$ cat config.mk
export PLATFORM = sky130hd
export DESIGN_NAME = stream_snoop_filter
export DESIGN_NICKNAME = d
export VERILOG_FILES = /design/src/rtl/stream_filter_pkg.sv /design/src/rtl/stream_match.sv /design/src/rtl/wrap_detector.sv /design/src/rtl/stream_bank.sv /design/src/rtl/stream_snoop_filter.sv
export SDC_FILE = /design/constraint.sdc
export NUM_CORES = 1
export LEC_CHECK = 0
export ABC_AREA = 1
export CORE_MARGIN = 2
export CORE_UTILIZATION = 45
export CTS_BUF_LIST = sky130_fd_sc_hd__clkbuf_2 sky130_fd_sc_hd__clkbuf_4 sky130_fd_sc_hd__clkbuf_8
export DETAILED_ROUTE_END_ITERATION = 6
export GPL_TIMING_DRIVEN = 0
export SETUP_SLACK_MARGIN = 0.05
export SLEW_MARGIN = 0
export SYNTH_ARGS = -nofsm -noshare
export SYNTH_HDL_FRONTEND = slang
export SYNTH_HIERARCHICAL = 1
export SYNTH_SLANG_ARGS = --single-unit
$ cat constraint.sdc
create_clock -name clk -period 19 [get_ports clk]
set_input_delay 2.85 -clock clk [delete_from_list [all_inputs] [get_ports clk]]
set_output_delay 2.85 -clock clk [all_outputs]
set_load 0.02 [all_outputs]
$ cat src/rtl/stream_filter_pkg.sv
package stream_filter_pkg;

    localparam int LINE_W = 12;

    typedef logic [LINE_W-1:0] line_t;

    typedef struct packed {
        logic  valid;
        line_t ref_line;
        line_t care;
    } sreg_t;

    function automatic logic covers(sreg_t r, line_t a);
        return r.valid && (((a ^ r.ref_line) & r.care) == '0);
    endfunction

    // Number of equal bits counted from the top until the first difference.
    function automatic int prefix_len(line_t a, line_t b);
        int   n;
        logic stop;
        n    = 0;
        stop = 1'b0;
        for (int i = LINE_W - 1; i >= 0; i--) begin
            if (!stop && (a[i] == b[i])) n++;
            else stop = 1'b1;
        end
        return n;
    endfunction

endpackage

$ cat src/rtl/stream_match.sv
module stream_match
    import stream_filter_pkg::*;
#(
    parameter int NREG = 4
) (
    input  sreg_t [NREG-1:0] regs_i,
    input  line_t            line_i,
    output logic             hit_o
);
    logic [NREG-1:0] per_reg;

    for (genvar g = 0; g < NREG; g++) begin : g_cmp
        assign per_reg[g] = covers(regs_i[g], line_i);
    end

    assign hit_o = |per_reg;
endmodule

$ cat src/rtl/wrap_detector.sv
module wrap_detector #(
    parameter int NSETS = 8,
    parameter int NWAYS = 4
) (
    input  logic                     clk,
    input  logic                     rst,
    input  logic                     repl_valid,
    input  logic [$clog2(NSETS)-1:0] repl_set,
    output logic                     wrap_o
);
    localparam int CW = $clog2(NWAYS + 2);
    localparam logic [CW-1:0] LIMIT = CW'(NWAYS);

    logic [CW-1:0] cnt [NSETS];
    logic [NSETS-1:0] over;

    for (genvar s = 0; s < NSETS; s++) begin : g_set
        assign over[s] = (cnt[s] > LIMIT);

        always_ff @(posedge clk) begin
            if (rst) begin
                cnt[s] <= '0;
            end else begin
                // Counts saturate at WAYS+1 and restart on a wrap; an event
                // arriving in the wrap cycle is counted from zero.
                if (repl_valid && (repl_set == s[$clog2(NSETS)-1:0]))
                    cnt[s] <= wrap_o ? CW'(1) : (over[s] ? cnt[s] : cnt[s] + CW'(1));
                else if (wrap_o)
                    cnt[s] <= '0;
            end
        end

        AST_CNT_RESTART: assert property (@(posedge clk) disable iff (rst)
            wrap_o |=> cnt[s] <= CW'(1));
    end

    assign wrap_o = &over;
endmodule

$ cat src/rtl/stream_bank.sv
module stream_bank
    import stream_filter_pkg::*;
#(
    parameter int NREG = 4
) (
    input  logic             clk,
    input  logic             rst,
    input  logic             clear_i,
    input  logic             alloc_valid,
    input  line_t            alloc_line,
    output sreg_t [NREG-1:0] regs_o
);
    localparam int IDX_W = (NREG > 1) ? $clog2(NREG) : 1;

    sreg_t [NREG-1:0] regs, start, nxt;
    logic [IDX_W-1:0] pick;

    always_comb begin
        start = clear_i ? '0 : regs;
    end

    // Lowest empty register first; otherwise longest top-bit agreement,
    // ties going to the lowest index.
    always_comb begin
        logic found;
        int   best;
        found = 1'b0;
        best  = -1;
        pick  = '0;
        for (int i = 0; i < NREG; i++) begin
            if (!found && !start[i].valid) begin
                pick  = IDX_W'(i);
                found = 1'b1;
            end
        end
        if (!found) begin
            for (int i = 0; i < NREG; i++) begin
                if (prefix_len(start[i].ref_line, alloc_line) > best) begin
                    best = prefix_len(start[i].ref_line, alloc_line);
                    pick = IDX_W'(i);
                end
            end
        end
    end

    always_comb begin
        nxt = start;
        if (alloc_valid) begin
            if (!start[pick].valid) begin
                nxt[pick].valid    = 1'b1;
                nxt[pick].ref_line = alloc_line;
                nxt[pick].care     = '1;
            end else begin
                nxt[pick].care = start[pick].care & ~(start[pick].ref_line ^ alloc_line);
            end
        end
    end

    always_ff @(posedge clk) begin
        if (rst) regs <= '0;
        else     regs <= nxt;
    end

    assign regs_o = regs;

    function automatic logic any_cover(sreg_t [NREG-1:0] r, line_t a);
        logic h;
        h = 1'b0;
        for (int i = 0; i < NREG; i++) h = h | covers(r[i], a);
        return h;
    endfunction

    function automatic int filled(sreg_t [NREG-1:0] r);
        int n;
        n = 0;
        for (int i = 0; i < NREG; i++) n += int'(r[i].valid);
        return n;
    endfunction

    AST_ALLOC_COVERED: assert property (@(posedge clk) disable iff (rst)
        alloc_valid |=> any_cover(regs, $past(alloc_line)));

    AST_FILL_GROWS: assert property (@(posedge clk) disable iff (rst)
        !clear_i |=> filled(regs) >= filled($past(regs)));

    for (genvar g = 0; g < NREG; g++) begin : g_chk
        AST_MASK_SHRINKS: assert property (@(posedge clk) disable iff (rst)
            (!clear_i && regs[g].valid) |=>
                ((regs[g].care & ~$past(regs[g].care)) == '0));
    end
endmodule

$ cat src/rtl/stream_snoop_filter.sv
module stream_snoop_filter
    import stream_filter_pkg::*;
#(
    parameter int NREG  = 4,
    parameter int NSETS = 8,
    parameter int NWAYS = 4
) (
    input  logic                     clk,
    input  logic                     rst,
    input  logic                     alloc_valid,
    input  logic [LINE_W-1:0]        alloc_line,
    input  logic                     repl_valid,
    input  logic [$clog2(NSETS)-1:0] repl_set,
    input  logic                     snoop_valid,
    input  logic [LINE_W-1:0]        snoop_line,
    output logic                     snoop_hit,
    output logic                     snoop_drop
);
    sreg_t [NREG-1:0] active, shadow;
    logic wrap, hit_act, hit_shd;

    wrap_detector #(.NSETS(NSETS), .NWAYS(NWAYS)) u_wrap (
        .clk(clk), .rst(rst),
        .repl_valid(repl_valid), .repl_set(repl_set),
        .wrap_o(wrap)
    );

    stream_bank #(.NREG(NREG)) u_active (
        .clk(clk), .rst(rst), .clear_i(wrap),
        .alloc_valid(alloc_valid), .alloc_line(alloc_line),
        .regs_o(active)
    );

    always_ff @(posedge clk) begin
        if (rst)       shadow <= '0;
        else if (wrap) shadow <= active;
    end

    stream_match #(.NREG(NREG)) u_match_act (
        .regs_i(active), .line_i(snoop_line), .hit_o(hit_act));
    stream_match #(.NREG(NREG)) u_match_shd (
        .regs_i(shadow), .line_i(snoop_line), .hit_o(hit_shd));

    assign snoop_hit  = snoop_valid &  (hit_act | hit_shd);
    assign snoop_drop = snoop_valid & ~(hit_act | hit_shd);

    function automatic logic none_valid(sreg_t [NREG-1:0] r);
        logic v;
        v = 1'b0;
        for (int i = 0; i < NREG; i++) v = v | r[i].valid;
        return !v;
    endfunction

    AST_SHADOW_TAKES_ACTIVE: assert property (@(posedge clk) disable iff (rst)
        wrap |=> shadow == $past(active));

    AST_ACTIVE_EMPTIED: assert property (@(posedge clk) disable iff (rst)
        (wrap && !alloc_valid) |=> none_valid(active));

    AST_SHADOW_HELD: assert property (@(posedge clk) disable iff (rst)
        !wrap |=> $stable(shadow));

    AST_ONE_VERDICT: assert property (@(posedge clk) disable iff (rst)
        $onehot0({snoop_hit, snoop_drop}));
endmodule

==> results of run 1 <==
## logic make-up (layout without fill, tap and decap cells)
kind of cell	count (synthesis)	in the layout	synth area share (%)
and+or+nand+nor	1686	1686	40.46
other	2	34	0.04331
buffers and inverters	541	638	13.41
DFF	224	224	27.24
adders and majority gates	87	87	6.277
xor gates and xnor gates	50	50	2.742
AOI/OAI and AO/OA	306	306	9.820
## sequential cells by signal (all words and copies together), names as in the netlist
signal / cells
u_active/regs_o: 100
u_wrap/cnt: 24
shadow: 100
## cell usage in the layout (no fill, tap or decap), drive strengths merged, types with 7 or more instances in the layout
master	count
a21oi	133
buf	66
clkbuf	101
clkdlybuf4s50	20
clkinv	13
conb	34
dfxtp	200
edfxtp	24
ha	87
inv	436
nand2	902
nand3	221
nand3b	7
nand4	22
nor2	501
nor3	16
o21ai	147
or2	7
xnor2	8
xor2	42
## report_power, final
part / switching (W) / internal [W]
registers: 0.0000194 / 0.000490
clock network: 0.000226 / 0.000282
logic: 0.000151 / 0.0000702
total: 0.000397 / 0.000842
## how the worst max path moves through the flow
stage | startpoint | to | slack, ns | cells after the start
finish | alloc_line[10] | u_active/regs_o[6] | 2.99 | 72
global route | alloc_line[10] | u_active/regs_o[6] | 1.81 | 72
CTS | alloc_line[10] | u_active/regs_o[6] | 3.10 | 72
detailed placement | alloc_line[10] | u_active/regs_o[6] | 2.52 | 72
global placement | alloc_line[10] | u_active/regs_o[5] | 2.73 | 72
floorplan | alloc_line[9] | u_active/regs_o[11] | 6.12 | 74
## synth_stat cells (all sizes together) (2+ instances only)
master / count / area, sq um
nand2: 902 / 3453
nor2: 501 / 1988
inv: 435 / 1633
nand3: 221 / 1166
dfxtp: 200 / 4004
o21ai: 147 / 735.7
a21oi: 133 / 759.5
ha: 87 / 1089
buf: 66 / 493.0
xor2: 42 / 405.4
clkbuf: 36 / 185.2
edfxtp: 24 / 720.7
nand4: 22 / 150.1
nor3: 16 / 80.08
xnor2: 8 / 70.07
nand3b: 7 / 52.55
or2: 7 / 43.79
and2: 6 / 37.54
o211ai: 5 / 37.54
a21o: 4 / 30.03
clkinv: 4 / 15.01
o2111ai: 4 / 35.03
o21a: 4 / 30.03
a21boi: 2 / 15.01
a31oi: 2 / 12.51
conb: 2 / 7.510
nor3b: 2 / 26.28
nor4: 2 / 18.77
## worst min-delay path, stage by stage (launching register included)
cell	delay, ns
dfxtp_1	0.31
nor2_1	0.08
nor2_1	0.04
## per-stage QoR
step	area [sq um]	setup slack [ns]
final	19190	2.985
after global routing	19190	1.807
after CTS	19190	3.102
after detailed placement	18300	2.525
after global placement	18300	2.726
after floorplan	17460	6.119
## final cells by class
cell class,count,share of cell area (%)
Buffer,102,3.533
Clock buffer,65,4.140
Clock inverter,12,0.5085
Inverter,439,8.585
Multi-Input combinational cell,2163,54.24
Sequential cell,224,24.62
Tap cell,511,3.331
Timing Repair Buffer,20,1.043
## layer usage
layer	vias up	GRT usage [%]	wire, microns
met3	102	6.427	5428
met4	0	8.862	1797
met2	612	47.37	26580
met5	-	0	0
li1	9129	-	-
met1	8277	41.54	27610
==> flow_summary.toml, run 1 <==
[status]
status = "finished with violations"
violations = "DRC"

[clock_network]
post_cts_buffers = 0
holdBufCountCts = 0
max-clock-path-buffers = 3
postCtsResizedCells = 0
root_buffer = "clkbuf_8"
cts_buffers = 42
clk_latency_ns = 0.59
clkTransAtPathRegs_ns = 0.05
cts_tree = "yes"
cts_max_level = 2
cts.sinks = 224

[timing]
tns_ns = 0
relSlewSlack_pct = 30.77
skew_ns = 0.03235
timing.final.crit_share_pct = 84.29
setup_viol = 0
slew_violations = 0
tightest_slew_ns = 1.035
final_hold_viol_count = 0
min_period_ns = 16.01
rsz0062_at_grt = "false"
fmax_ghz = 0.06244
timing.hold.ws_ns = 0.4698

[final_layout]
regArea_sq_um = 4725
stdcell_count = 3536
synthToLayoutAreaGrowth_pct = 10.68
antenna_cells = 0
multi_input_area_sq_um = 10410
fin_util_pct = 50.72
final_nets = 3111
fillCellCount = 4101
drive_gt1_share_pct = 8.099

[placement]
gp_congestion = 0.9821
hpwlAfterDp_microns = 48950
dp_cells = 3459
portBuffers = 20

[routing]
viasPerCell = 5.124
vias = 18120
wirelength_microns = 61420
drt_iter0_markers = 1713
avgRoutedWirePerCell_microns = 17.37
drcViolationCount = 1
drtPass1Iterations = 7
postRouteAntennaNets = 0

[logic_synthesis]
synth_edf_count = 24
synth.distinct_cells = 51
postSynthAreaPerCell_sq_um = 5.988
yosys_warnings = 6
synth-async-reset-ratio_pct = 0
yosysSeqAreaShare_pct = 27.24
synthCells = 2896
ys.flop_type = "dfxtp_1"
ys_ff_latch = 224
syn_area_sq_um = 17340

[global_route]
grt_use_total_pct = 30.17
grt_pass1_wl_microns = 93630
grt_max_degree = 15
overflow = 0
antenna_found_initial = 0
grt_pass1_vias = 16450

[setup_path]
ff2ff_path_depth = 77
r2r-start = "u_wrap/cnt[0][9]"
critPathKind = "input pin to flip-flop"
required_ns = 19.45
critPathBufInv = 13
cp_top_family = "simple AND/OR/NAND/NOR gates"
slowest_delay_ns = 0.71
regToRegSetupSlack_ns = 3.94
crit_slowest_cell = "clkdlybuf4s50_1"
cp_common_cell = "nand2_1"
reg2reg_to = "u_active/regs_o[6]"
endpoint_kind = "flip-flop"
path_max_fanout = 10
timing.critical_path.arrival_ns = 16.46
start_kind = "input pin"

[die]
rows = 71
design.core.area_sq_um = 37840
die_width_microns = 200.3
num_io_pins = 34
start_util_pct = 45.82
die_h_microns = 200.3
dieArea_sq_um = 40120

[pwr]
vdd_drop_max_mv = 0.04919
power_density_nw_per_um2 = 64.55
p_leak_nw = 9.100
total_power_w = 0.001239

[min_path]
holdPathEnd = "shadow[81]"
whs_path_depth = 2
hold_class = "flip-flop to flip-flop"
worstHoldStart = "shadow[81]"

[flow_run]
maxCapViolCount = 0
(Power assumes the default switching activity.)
==> run 2: changes to the inputs <==
==> constraint.sdc (replaced) <==
create_clock -name clk -period 14.4 [get_ports clk]
set_input_delay 2.16 -clock clk [delete_from_list [all_inputs] [get_ports clk]]
set_output_delay 2.16 -clock clk [all_outputs]
set_load 0.02 [all_outputs]
==> flow_summary.toml, run 2 (synthesis gave the netlist of run 1 again) <==
[setup_path]
path_max_fanout = 10
critPathKind = "input pin to flip-flop"
endpoint_kind = "flip-flop"
crit_slowest_cell = "o211ai_1"
required_ns = 14.85
timing.critical_path.arrival_ns = 13.92
cp_common_cell = "nand2_1"
start_kind = "input pin"
slowest_delay_ns = 0.32

[clock_network]
cts_buffers = 42
holdBufCountCts = 0
clk_latency_ns = 0.59
cts.sinks = 224
root_buffer = "clkbuf_8"
cts_tree = "yes"
cts_max_level = 2
clkTransAtPathRegs_ns = 0.06
max-clock-path-buffers = 3

[placement]
place_area_sq_um = 18300
gp_congestion = 0.9821
portBuffers = 20
pre_cts_ws_ns = -1.385
hpwlAfterDp_microns = 48950
dp_cells = 3459

[die]
dieArea_sq_um = 40120
num_io_pins = 34
die_h_microns = 200.3
die_width_microns = 200.3
start_util_pct = 45.82
design.core.area_sq_um = 37840
rows = 71

[pwr]
p_leak_nw = 9.232
combPwrFrac_pct = 18.5
power_density_nw_per_um2 = 84.35
vdd_drop_max_mv = 0.06501
p_sw_w = 0.0005295
p_sw_share_pct = 32.15
seqPwrFrac_pct = 40.9
clock_power_share_pct = 40.7
p_int_w = 0.001117

[routing]
postRouteAntennaNets = 0
vias = 18080
drtPass1Iterations = 6
viasPerCell = 5.104
wirelength_microns = 61490
drcViolationCount = 0
avgRoutedWirePerCell_microns = 17.35
drt_iter0_markers = 1748

[timing]
final_hold_viol_count = 0
fin_ws_ns = 0.9284
relSlewSlack_pct = 34.60
timing.final.crit_share_pct = 93.55
slew_violations = 0
fmax_ghz = 0.07423
skew_ns = 0.03411
setup_viol = 0
timing.hold.ws_ns = 0.4698
tightest_slew_ns = 0.9809
min_period_ns = 13.47

[global_route]
grt_pass1_wl_microns = 93620
overflow = 0
grt_max_degree = 15
grt_use_total_pct = 30.19
grt_pass1_vias = 16450
antenna_found_initial = 1

[flow_run]
maxCapViolCount = 0

[final_layout]
synthToLayoutAreaGrowth_pct = 12.58
final_common_cell = "nand2_1"
stdcell_count = 3543
fin_util_pct = 51.59
fin_area_sq_um = 19520
layout_common_cells = "nand2_1, nor2_1, inv_1"
final_nets = 3117
drive_gt1_share_pct = 10.10

[min_path]
hold_class = "flip-flop to flip-flop"

[status]
status = "finished clean"
## run 2: layer usage
metal  GRT usage, %  part of all wire, %
met5          1.667                 0.15
met4          8.862                  2.7
met3          6.834                  9.3
met2          47.41                   44
met1          41.19                   44
## run 2: power by group through the flow
stage	registers, W	clock network (W)	logic [W]
floorplan	0.000672	0	0.000198
global placement	0.000686	0	0.000277
detailed placement	0.000686	0	0.000284
CTS	0.000673	0.000678	0.000288
global route	0.000674	0.000710	0.000344
finish	0.000673	0.000670	0.000305
## run 2: path summary, 6_finish.rpt
check              startpoint                  end  slack (ns)  depth (start not counted)
max            alloc_line[11]  u_active/regs_o[29]        0.93                         75
min                shadow[81]           shadow[81]        0.47                          2
max reg2reg  u_wrap/cnt[0][9]  u_active/regs_o[29]        1.05                         81
min reg2reg        shadow[81]           shadow[81]        0.47                          2
## run 2: worst max-delay path: cells and delay by family
family | cells | cell delay, ns
simple gates | 32 | 3.88
buf+inv | 14 | 1.78
compound gates | 17 | 2.73
fa+ha+maj | 12 | 3.30
## run 2: per-stage QoR
stage / total power [W] / TNS (ns)
after global placement: 0.0009627 / -84.99
after global routing: 0.001727 / -0.04071
after floorplan: 0.0008701 / 0
after CTS: 0.001638 / 0
after detailed placement: 0.0009700 / -105.54
final: 0.001647 / 0
## run 2: final cells by class
cell class / instances / area, sq um
repair buffers: 26 / 250.2
clock inverters: 12 / 97.59
diodes: 1 / 2.502
fillers: 4086 / 18320
inverters: 439 / 1653
flip-flops and latches: 224 / 4725
plain buffers: 102 / 724.4
clock buffers: 65 / 794.5
multi-input cells: 2163 / 10640
well taps: 511 / 639.4
## run 2: timing repair
item                                    4_1_cts  5_1_grt
resized for setup                            28       86
buffers inserted                              0        6
pin swaps                                     0       13
endpoints found under the setup margin       99       99
==> run 3: changes to the inputs <==
==> constraint.sdc (replaced) <==
create_clock -name clk -period 16.88 [get_ports clk]
set_input_delay 2.532 -clock clk [delete_from_list [all_inputs] [get_ports clk]]
set_output_delay 2.532 -clock clk [all_outputs]
set_load 0.02 [all_outputs]
==> flow_summary.toml, run 3 (synthesis gave the netlist of run 1 again) <==
[status]
status = "finished clean"

[timing]
skew_ns = 0.03010
slew_violations = 0
fmax_ghz = 0.06411
rsz0062_at_grt = "false"
tns_ns = 0
min_period_ns = 15.60
timing.hold.ws_ns = 0.4698
final_hold_viol_count = 0
setup_viol = 0
tightest_slew_ns = 1.015
relSlewSlack_pct = 32.07
timing.final.crit_share_pct = 92.40
fin_ws_ns = 1.283

[setup_path]
endpoint_kind = "flip-flop"
slowest_delay_ns = 0.70
critPathKind = "input pin to flip-flop"
required_ns = 17.37
timing.critical_path.arrival_ns = 16.09
start_kind = "input pin"
cp_common_cell = "nand2_1"
crit_slowest_cell = "clkdlybuf4s50_1"
path_max_fanout = 10

[min_path]
hold_class = "flip-flop to flip-flop"

[clock_network]
cts_tree = "yes"
root_buffer = "clkbuf_8"
cts_max_level = 2
cts_buffers = 42
holdBufCountCts = 0
max-clock-path-buffers = 3
clkTransAtPathRegs_ns = 0.06
cts.sinks = 224
clk_latency_ns = 0.59

[routing]
drtPass1Iterations = 5
avgRoutedWirePerCell_microns = 17.34
drcViolationCount = 0
wirelength_microns = 61330
vias = 18020
drt_iter0_markers = 1761
viasPerCell = 5.097
postRouteAntennaNets = 0

[placement]
hpwlAfterDp_microns = 48950
gp_congestion = 0.9821
dp_cells = 3459
pre_cts_ws_ns = 0.7229
portBuffers = 20

[final_layout]
synthToLayoutAreaGrowth_pct = 10.71
final_nets = 3111
antenna_cells = 0
final_common_cell = "nand2_1"
layout_common_cells = "nand2_1, nor2_1, inv_1"
fillCellCount = 4104
drive_gt1_share_pct = 8.132
stdcell_count = 3536

[die]
design.core.area_sq_um = 37840
die_width_microns = 200.3
start_util_pct = 45.82
rows = 71
die_h_microns = 200.3
dieArea_sq_um = 40120
num_io_pins = 34

[global_route]
overflow = 0
grt_pass1_wl_microns = 93630
grt_pass1_vias = 16450
antenna_found_initial = 0
grt_max_degree = 15
grt_use_total_pct = 30.17

[pwr]
p_leak_nw = 9.101
power_density_nw_per_um2 = 72.57
total_power_w = 0.001393
vdd_drop_max_mv = 0.05524

[flow_run]
maxCapViolCount = 0
[run 3: changes by cell type in the layout (fill, tap and decap cells not counted), sizes merged]
cell / before / now
clkdlybuf4s50: 16 / 20
diode: 1 / 0
clkbuf: 105 / 101
buf: 71 / 66
dlymetal6s2s: 1 / 0
[run 3: area by class of cell]
class                   instances  area (sq um)  area share, %
well taps                     511         639.4          3.330
flip-flops and latches        224          4725          24.61
clock inverters                12         97.59         0.5083
inverters                     439          1648          8.583
repair buffers                 20         200.2          1.043
multi-input cells            2163         10420          54.26
clock buffers                  65         794.5          4.138
plain buffers                 102         678.2          3.532
[run 3: path summary, 6_finish.rpt]
| kind | to | start | depth (start not counted) | slack, ns |
|---|---|---|---|---|
| hold / removal | shadow[81] | shadow[81] | 2 | 0.47 |
| setup / recovery | u_active/regs_o[58] | alloc_line[10] | 70 | 1.28 |
| setup reg to reg | u_active/regs_o[58] | u_wrap/cnt[0][9] | 75 | 1.92 |
| hold reg to reg | shadow[81] | shadow[81] | 2 | 0.47 |
[run 3: stage by stage]
| step | instance area (sq um) | utilization, % |
|---|---|---|
| finish | 19200 | 50.73 |
| global route | 19200 | 50.73 |
| CTS | 19190 | 50.72 |
| detailed placement | 18300 | 48.36 |
| global placement | 18300 | 48.36 |
| floorplan | 17460 | - |
[run 3: repair_timing]
action / in CTS / in global routing
endpoints found under the setup margin: 0 / 10
setup buffers: 0 / 0
resized for setup: 0 / 1
[run 3: routing by layer]
layer / track usage (%) / up-vias / wire [microns] / share of wire, %
met5: 0 / - / 0 / 0
met4: 8.862 / 0 / 1720 / 2.8
met3: 6.427 / 99 / 5438 / 8.9
met2: 47.37 / 580 / 26710 / 44
met1: 41.54 / 8214 / 27460 / 45
li1: - / 9129 / - / -
[run 3: power by group]
part           internal (W)  total, W  switching [W]
sequential         0.000552  0.000574      0.0000218
combinational     0.0000790  0.000249       0.000170
clock              0.000317  0.000570       0.000253
[run 3: worst max-delay path: cells and delay by family]
family                   cells  cell delay [ns]
AO/OA/AOI/OAI               17             3.13
buffers and inverters       11             2.62
adder cells (fa/ha/maj)     12             3.45
AND/OR/NAND/NOR             30             4.37
